File: config.mk
export PLATFORM = sky130hd
export DESIGN_NAME = wis_issue_sched
export DESIGN_NICKNAME = d
export VERILOG_FILES = /design/src/rtl/wis_pkg.sv /design/src/rtl/wis_hazard.sv /design/src/rtl/wis_rr_arb.sv /design/src/rtl/wis_trans_gate.sv /design/src/rtl/wis_issue_sched.sv
export SDC_FILE = /design/constraint.sdc
export NUM_CORES = 2
export LEC_CHECK = 0
export ABC_AREA = 1
export BUFFER_PORTS_ARGS = -buffer_cell sky130_fd_sc_hd__buf_2
export CAP_MARGIN = 20
export CORE_AREA = 2 2 734 736
export DETAILED_ROUTE_END_ITERATION = 10
export DIE_AREA = 0 0 736 738
export GPL_TIMING_DRIVEN = 0
export PLACE_DENSITY = 0.31
export SKIP_LAST_GASP = 1
export SYNTH_ARGS = -nofsm -noshare
export SYNTH_HDL_FRONTEND = slang
export SYNTH_SLANG_ARGS = --single-unit
File: constraint.sdc
create_clock -name clk -period 12.65 [get_ports clk]
set_clock_uncertainty 0.05 [all_clocks]
set_input_delay 2.53 -clock clk [delete_from_list [all_inputs] [get_ports clk]]
set_output_delay 2.53 -clock clk [all_outputs]
set_load 0.01 [all_outputs]
File: src/rtl/wis_pkg.sv
package wis_pkg;
   localparam int HALF_LANES = 32;
   typedef enum logic [1:0] {
      PASS_NONE = 2'd0,
      PASS_LO   = 2'd1,
      PASS_HI   = 2'd2
   } pass_e;
endpackage

File: src/rtl/wis_hazard.sv
module wis_hazard #(
   parameter int LATENCY = 5,
   parameter int REG_W   = 8
) (
   input  logic             clk,
   input  logic             rst_n,
   input  logic             ins_en,
   input  logic             ins_half,
   input  logic [REG_W-1:0] ins_dst,
   input  logic             chk_half,
   input  logic [REG_W-1:0] chk_src0,
   input  logic [REG_W-1:0] chk_src1,
   output logic             hazard
);
   localparam int STAGES = LATENCY - 1;

   if (STAGES == 0) begin : g_nolat
      logic unused_in;
      assign unused_in = ^{clk, rst_n, ins_en, ins_half, ins_dst, chk_half, chk_src0, chk_src1};
      assign hazard = 1'b0;
   end else begin : g_line
      logic [STAGES-1:0]            st_v;
      logic [STAGES-1:0]            st_h;
      logic [STAGES-1:0][REG_W-1:0] st_d;

      always_ff @(posedge clk) begin
         if (!rst_n) begin
            st_v <= '0;
            st_h <= '0;
            st_d <= '0;
         end else begin
            st_v[0] <= ins_en;
            st_h[0] <= ins_half;
            st_d[0] <= ins_dst;
            for (int i = 1; i < STAGES; i++) begin
               st_v[i] <= st_v[i-1];
               st_h[i] <= st_h[i-1];
               st_d[i] <= st_d[i-1];
            end
         end
      end

      always_comb begin
         hazard = 1'b0;
         for (int i = 0; i < STAGES; i++) begin
            if (st_v[i] && (st_h[i] == chk_half) &&
                ((st_d[i] == chk_src0) || (st_d[i] == chk_src1)))
               hazard = 1'b1;
         end
      end
   end
endmodule

File: src/rtl/wis_rr_arb.sv
module wis_rr_arb #(
   parameter int N = 20
) (
   input  logic                 clk,
   input  logic                 rst_n,
   input  logic [N-1:0]         req,
   output logic                 any,
   output logic [$clog2(N)-1:0] gnt_idx
);
   localparam int IW = $clog2(N);
   logic [IW-1:0] ptr;

   always_comb begin
      any     = 1'b0;
      gnt_idx = '0;
      for (int k = 0; k < N; k++) begin
         int j;
         j = (int'(ptr) + k) % N;
         if (!any && req[j]) begin
            any     = 1'b1;
            gnt_idx = IW'(j);
         end
      end
   end

   always_ff @(posedge clk) begin
      if (!rst_n)
         ptr <= '0;
      else if (any)
         ptr <= (gnt_idx == IW'(N-1)) ? '0 : gnt_idx + 1'b1;
   end
endmodule

File: src/rtl/wis_trans_gate.sv
module wis_trans_gate #(
   parameter int RATE = 4
) (
   input  logic clk,
   input  logic rst_n,
   input  logic take,
   output logic free
);
   if (RATE <= 1) begin : g_full
      logic unused_in;
      assign unused_in = ^{clk, rst_n, take};
      assign free = 1'b1;
   end else begin : g_slow
      localparam int CW = $clog2(RATE);
      logic [CW-1:0] cnt;
      always_ff @(posedge clk) begin
         if (!rst_n)
            cnt <= '0;
         else if (take)
            cnt <= CW'(RATE - 1);
         else if (cnt != '0)
            cnt <= cnt - 1'b1;
      end
      assign free = (cnt == '0);
   end
endmodule

File: src/rtl/wis_issue_sched.sv
module wis_issue_sched
   import wis_pkg::*;
#(
   parameter int NUM_WAVES  = 20,
   parameter int REG_W      = 8,
   parameter int LATENCY    = 5,
   parameter int TRANS_RATE = 4
) (
   input  logic                                 clk,
   input  logic                                 rst_n,
   input  logic [NUM_WAVES-1:0]                 wv_valid,
   input  logic [NUM_WAVES-1:0]                 wv_trans,
   input  logic [NUM_WAVES-1:0]                 wv_wide,
   input  logic [NUM_WAVES-1:0][REG_W-1:0]      wv_dst,
   input  logic [NUM_WAVES-1:0][REG_W-1:0]      wv_src0,
   input  logic [NUM_WAVES-1:0][REG_W-1:0]      wv_src1,
   input  logic [NUM_WAVES-1:0][63:0]           wv_exec,
   output logic [NUM_WAVES-1:0]                 wv_ack,
   output logic                                 iss_valid,
   output logic [$clog2(NUM_WAVES)-1:0]         iss_wave,
   output logic                                 iss_half,
   output logic                                 iss_trans,
   output logic [REG_W-1:0]                     iss_dst,
   output logic [HALF_LANES-1:0]                iss_mask
);
   localparam int IW = $clog2(NUM_WAVES);

   if (NUM_WAVES < 2) begin : g_bad_waves
      $error("wis_issue_sched: NUM_WAVES must be at least 2");
   end
   if (LATENCY < 1) begin : g_bad_lat
      $error("wis_issue_sched: LATENCY must be at least 1");
   end
   if (TRANS_RATE < 1) begin : g_bad_rate
      $error("wis_issue_sched: TRANS_RATE must be at least 1");
   end

   pass_e [NUM_WAVES-1:0] pass;
   logic  [NUM_WAVES-1:0] hi_ph, last, haz, ready, lo_nz, hi_nz;
   logic                  tfree, any;
   logic  [IW-1:0]        gidx;
   pass_e                 gpass;

   for (genvar w = 0; w < NUM_WAVES; w++) begin : g_wave
      assign lo_nz[w] = |wv_exec[w][31:0];
      assign hi_nz[w] = |wv_exec[w][63:32];

      always_comb begin
         if (!wv_wide[w])     pass[w] = PASS_LO;
         else if (hi_ph[w])   pass[w] = PASS_HI;
         else if (lo_nz[w])   pass[w] = PASS_LO;
         else if (hi_nz[w])   pass[w] = PASS_HI;
         else                 pass[w] = PASS_NONE;
      end

      assign last[w] = !wv_wide[w] || (pass[w] != PASS_LO) || !hi_nz[w];

      wis_hazard #(.LATENCY(LATENCY), .REG_W(REG_W)) u_haz (
         .clk      (clk),
         .rst_n    (rst_n),
         .ins_en   (iss_valid && (gidx == IW'(w))),
         .ins_half (iss_half),
         .ins_dst  (wv_dst[w]),
         .chk_half (pass[w] == PASS_HI),
         .chk_src0 (wv_src0[w]),
         .chk_src1 (wv_src1[w]),
         .hazard   (haz[w])
      );

      assign ready[w] = rst_n && wv_valid[w] &&
                        ((pass[w] == PASS_NONE) || (!haz[w] && (!wv_trans[w] || tfree)));

      assign wv_ack[w] = any && (gidx == IW'(w)) && last[w];

      always_ff @(posedge clk) begin
         if (!rst_n)
            hi_ph[w] <= 1'b0;
         else if (any && (gidx == IW'(w))) begin
            if (pass[w] == PASS_HI)
               hi_ph[w] <= 1'b0;
            else if (pass[w] == PASS_LO && wv_wide[w] && hi_nz[w])
               hi_ph[w] <= 1'b1;
         end
      end
   end

   wis_rr_arb #(.N(NUM_WAVES)) u_arb (
      .clk     (clk),
      .rst_n   (rst_n),
      .req     (ready),
      .any     (any),
      .gnt_idx (gidx)
   );

   wis_trans_gate #(.RATE(TRANS_RATE)) u_tg (
      .clk   (clk),
      .rst_n (rst_n),
      .take  (iss_valid && iss_trans),
      .free  (tfree)
   );

   assign gpass     = pass[gidx];
   assign iss_valid = any && (gpass != PASS_NONE);
   assign iss_wave  = gidx;
   assign iss_half  = (gpass == PASS_HI);
   assign iss_trans = iss_valid && wv_trans[gidx];
   assign iss_dst   = wv_dst[gidx];
   assign iss_mask  = iss_half ? wv_exec[gidx][63:32] : wv_exec[gidx][31:0];
endmodule

==> summary.md <==
| Metric | Value |
|---|---|
| Post-route DRC | `0` |
| Router iterations before antenna repair | `6` |
| Most frequent cell after synthesis | `nand2_1` |
| Worst slack, placed | `-4.136 ns` |
| Fin crit period | `12.82 ns` |
| Compound-gate portion of the synthesized area | `9.996%` |
| Synth top area cells | `dfxtp_1 (23%), nand2_1 (20%), inv_1 (8.4%)` |
| Syn Inst Count | `11380` |
| Sequential Area | `15030 um2` |
| CTS Buf Count | `95` |
| Asr flop ratio synth | `0%` |
| Gpl congestion | `1.036` |
| Most frequent cells after synthesis | `nand2_1 (3481), inv_1 (1478), nor2_1 (1207)` |
| Number of flops mapped to enable cells by yosys | `0` |
| Post-Synth XOR/XNOR Area | `12.05%` |
| Die area | `543200 um2` |
| Hpwl dp | `770300 um` |
| Average size of a mapped cell | `5.788 um2` |
| Syn_nets | `13260` |
| Yosys reg bits | `751` |
| Violated checks | `negative setup slack` |
| Vias in the first global route | `86230` |
| Hold WC Path Type | `reg2reg` |
| Netlist Area Pre-Place | `65860 um2` |
| Share of layout cells above drive strength 1 | `24.58%` |
| Pins over their slew limit | `0` |
| Startpoint Class | `primary input` |
| Largest net degree at the start of global routing | `19` |
| # rows | `269` |
| WL/cell | `41.40 um` |
| Detail Route Antenna Nets | `0` |
| Root Buffer | `clkbuf_16` |
| Final #Nets | `15470` |
| Via count | `91640` |
| Final WL | `885300 um` |
| Clk Latency, worst-skew pair | `0.84 ns` |
| # clock sinks | `751` |
| CP arrival | `10.24 ns` |
| Synth-to-Final Area Change | `48.53%` |
| All-Layer GR Usage | `31.18%` |
| Worst-Margin Slew | `1.307 ns` |
| Critical Path RT | `10.07 ns` |
| Grt ovf | `0` |
| Antenna violations before repair | `592` |
| Final Cycle Share | `101.3%` |
| Worst setup EP type | `output pin` |
| Unique masters post-synth | `65` |
| Vias per Instance | `4.286` |
| Synth Area in Adders | `1.102%` |
| Core ar. | `535200 um2` |
| Critical-path top delay cell | `a22oi_1` |
| Sequential share of the synthesized area | `22.83%` |
| Final WS setup | `-0.1659 ns` |
| First-pass GRT wire length | `1060000 um` |
| Status | `finished with violations` |
| Number of port buffers | `1801` |
| Synthesis Warnings | `0` |
| Critical path fanouts, max | `10` |
| CTS Buffer Depth | `3` |
| Largest family of logic cells by synthesized area | `simple AND/OR/NAND/NOR gates` |
| CP dominant cell by count | `nand2_1` |
| Final setup viols | `37` |
| CTS tree | `yes` |
| RSZ-0062 raised after global routing | `yes` |
| Horiz. Die Dim | `736 um` |
| Die Y | `738 um` |
| Multiplexer share of the synthesized area | `0%` |
| Hold Violations, Final | `0` |
| Clock transition at path regs | `0.08 ns` |
| Starting Density | `12.31%` |
| Area leader, netlist | `dfxtp_1` |
| Post-synth top flop | `dfxtp_1` |
| Fmax achieved | `0.07803 GHz` |
| H-tree depth | `3` |
| Simple-Gate Fraction of Synth Area | `41.93%` |
| Synth top area share | `22.83%` |
| Slew headroom | `11.95%` |
| Area of the multi-input gates | `45630 um2` |
| Maxcap violations | `0` |
| 1st-iter DRT viols | `9500` |
| Fillers | `62760` |
| CP peak stage delay | `0.68 ns` |
| WS Path Type | `in2out` |
| Ports | `1890` |
[worst max-delay path, delay by kind of cell]
family | cells | cell delay (ns)
AO/OA/AOI/OAI | 5 | 1.69
buffers and inverters | 10 | 1.65
AND/OR/NAND/NOR | 25 | 4.19
[sequential cells by signal, indices dropped and copies added, names as in the netlist]
register,flops
g_wave.u_haz.g_line.st_h,4
u_tg.g_slow.cnt,2
hi_ph,20
g_wave.u_haz.g_line.st_v,80
u_arb.ptr,5
g_wave.u_haz.g_line.st_d,640
[stage by stage]
step	util, %	setup TNS, ns	cells	hold WS, ns	instance area (um2)
floorplan	-	0	11380	0.3532	65860
global placement	15.64	-443.14	20230	0.3702	83690
detailed placement	16.00	-232.52	20350	0.3716	85640
CTS	17.63	-0.7299	20650	0.3725	94360
global route	18.15	-3.578	21100	0.3941	97120
finish	18.28	-2.967	21380	0.3712	97830
[logic make-up (layout without fill, tap and decap cells)]
| group | count (synthesis) | after routing |
|---|---|---|
| xor+xnor | 905 | 905 |
| compound gates | 1152 | 1152 |
| simple gates | 6507 | 6507 |
| buf+inv | 2007 | 4295 |
| fa+ha+maj | 58 | 58 |
| flops | 751 | 751 |
| other cells | 0 | 668 |
[area by class of cell]
cell class	instances	area share [%]
tap	7046	9.012
clock inverter	46	0.6446
sequential	751	15.37
multi-input combinational	8622	46.64
timing repair buffer	2114	13.19
clock buffer	132	2.787
buffer	512	4.852
inverter	1491	5.798
antenna	668	1.709
[path summary, 6_finish.rpt]
check,startpoint,end,slack [ns],cells after the start
hold reg to reg,g_wave[4].u_haz.g_line.st_v[1],g_wave[4].u_haz.g_line.st_v[2],0.37,2
setup / recovery,wv_exec[570],iss_mask[29],-0.17,40
setup reg to reg,u_arb.ptr[1],g_wave[5].u_haz.g_line.st_v[0],3.10,48
hold / removal,g_wave[4].u_haz.g_line.st_v[1],g_wave[4].u_haz.g_line.st_v[2],0.37,2
[layout by cell type (no fill, tap or decap), types with 234 or more instances in the layout]
| cell type | count |
|---|---|
| nand2_1 | 3354 |
| buf_2 | 1817 |
| inv_1 | 1449 |
| nor2_1 | 1134 |
| nand3_1 | 993 |
| dfxtp_1 | 751 |
| diode_2 | 668 |
| xnor2_1 | 569 |
| o21ai_0 | 451 |
| xor2_1 | 333 |
| or2_2 | 244 |
| buf_4 | 234 |
[per-layer routing]
| layer | GRT usage (%) | routed length (um) | vias to the layer above | part of all wire (%) |
|---|---|---|---|---|
| met5 | 0 | 684 | - | 0.077 |
| met4 | 25.44 | 88560 | 106 | 10 |
| met3 | 6.538 | 58390 | 1780 | 6.6 |
| met2 | 53.50 | 420600 | 5159 | 48 |
| met1 | 33.07 | 317000 | 43630 | 36 |
| li1 | - | - | 40960 | - |
[timing repair]
action / CTS / global route
gates cloned: 4 / 5
endpoints found under the setup margin: 73 / 63
pin swaps: 120 / 115
gates resized for setup: 1076 / 295
buffers inserted: 126 / 59
hold buffers: 0 / 0
Power is left out: the tool's default activity adds up to more than one toggle a clock period on the data nets, which glitch-free logic cannot reach.
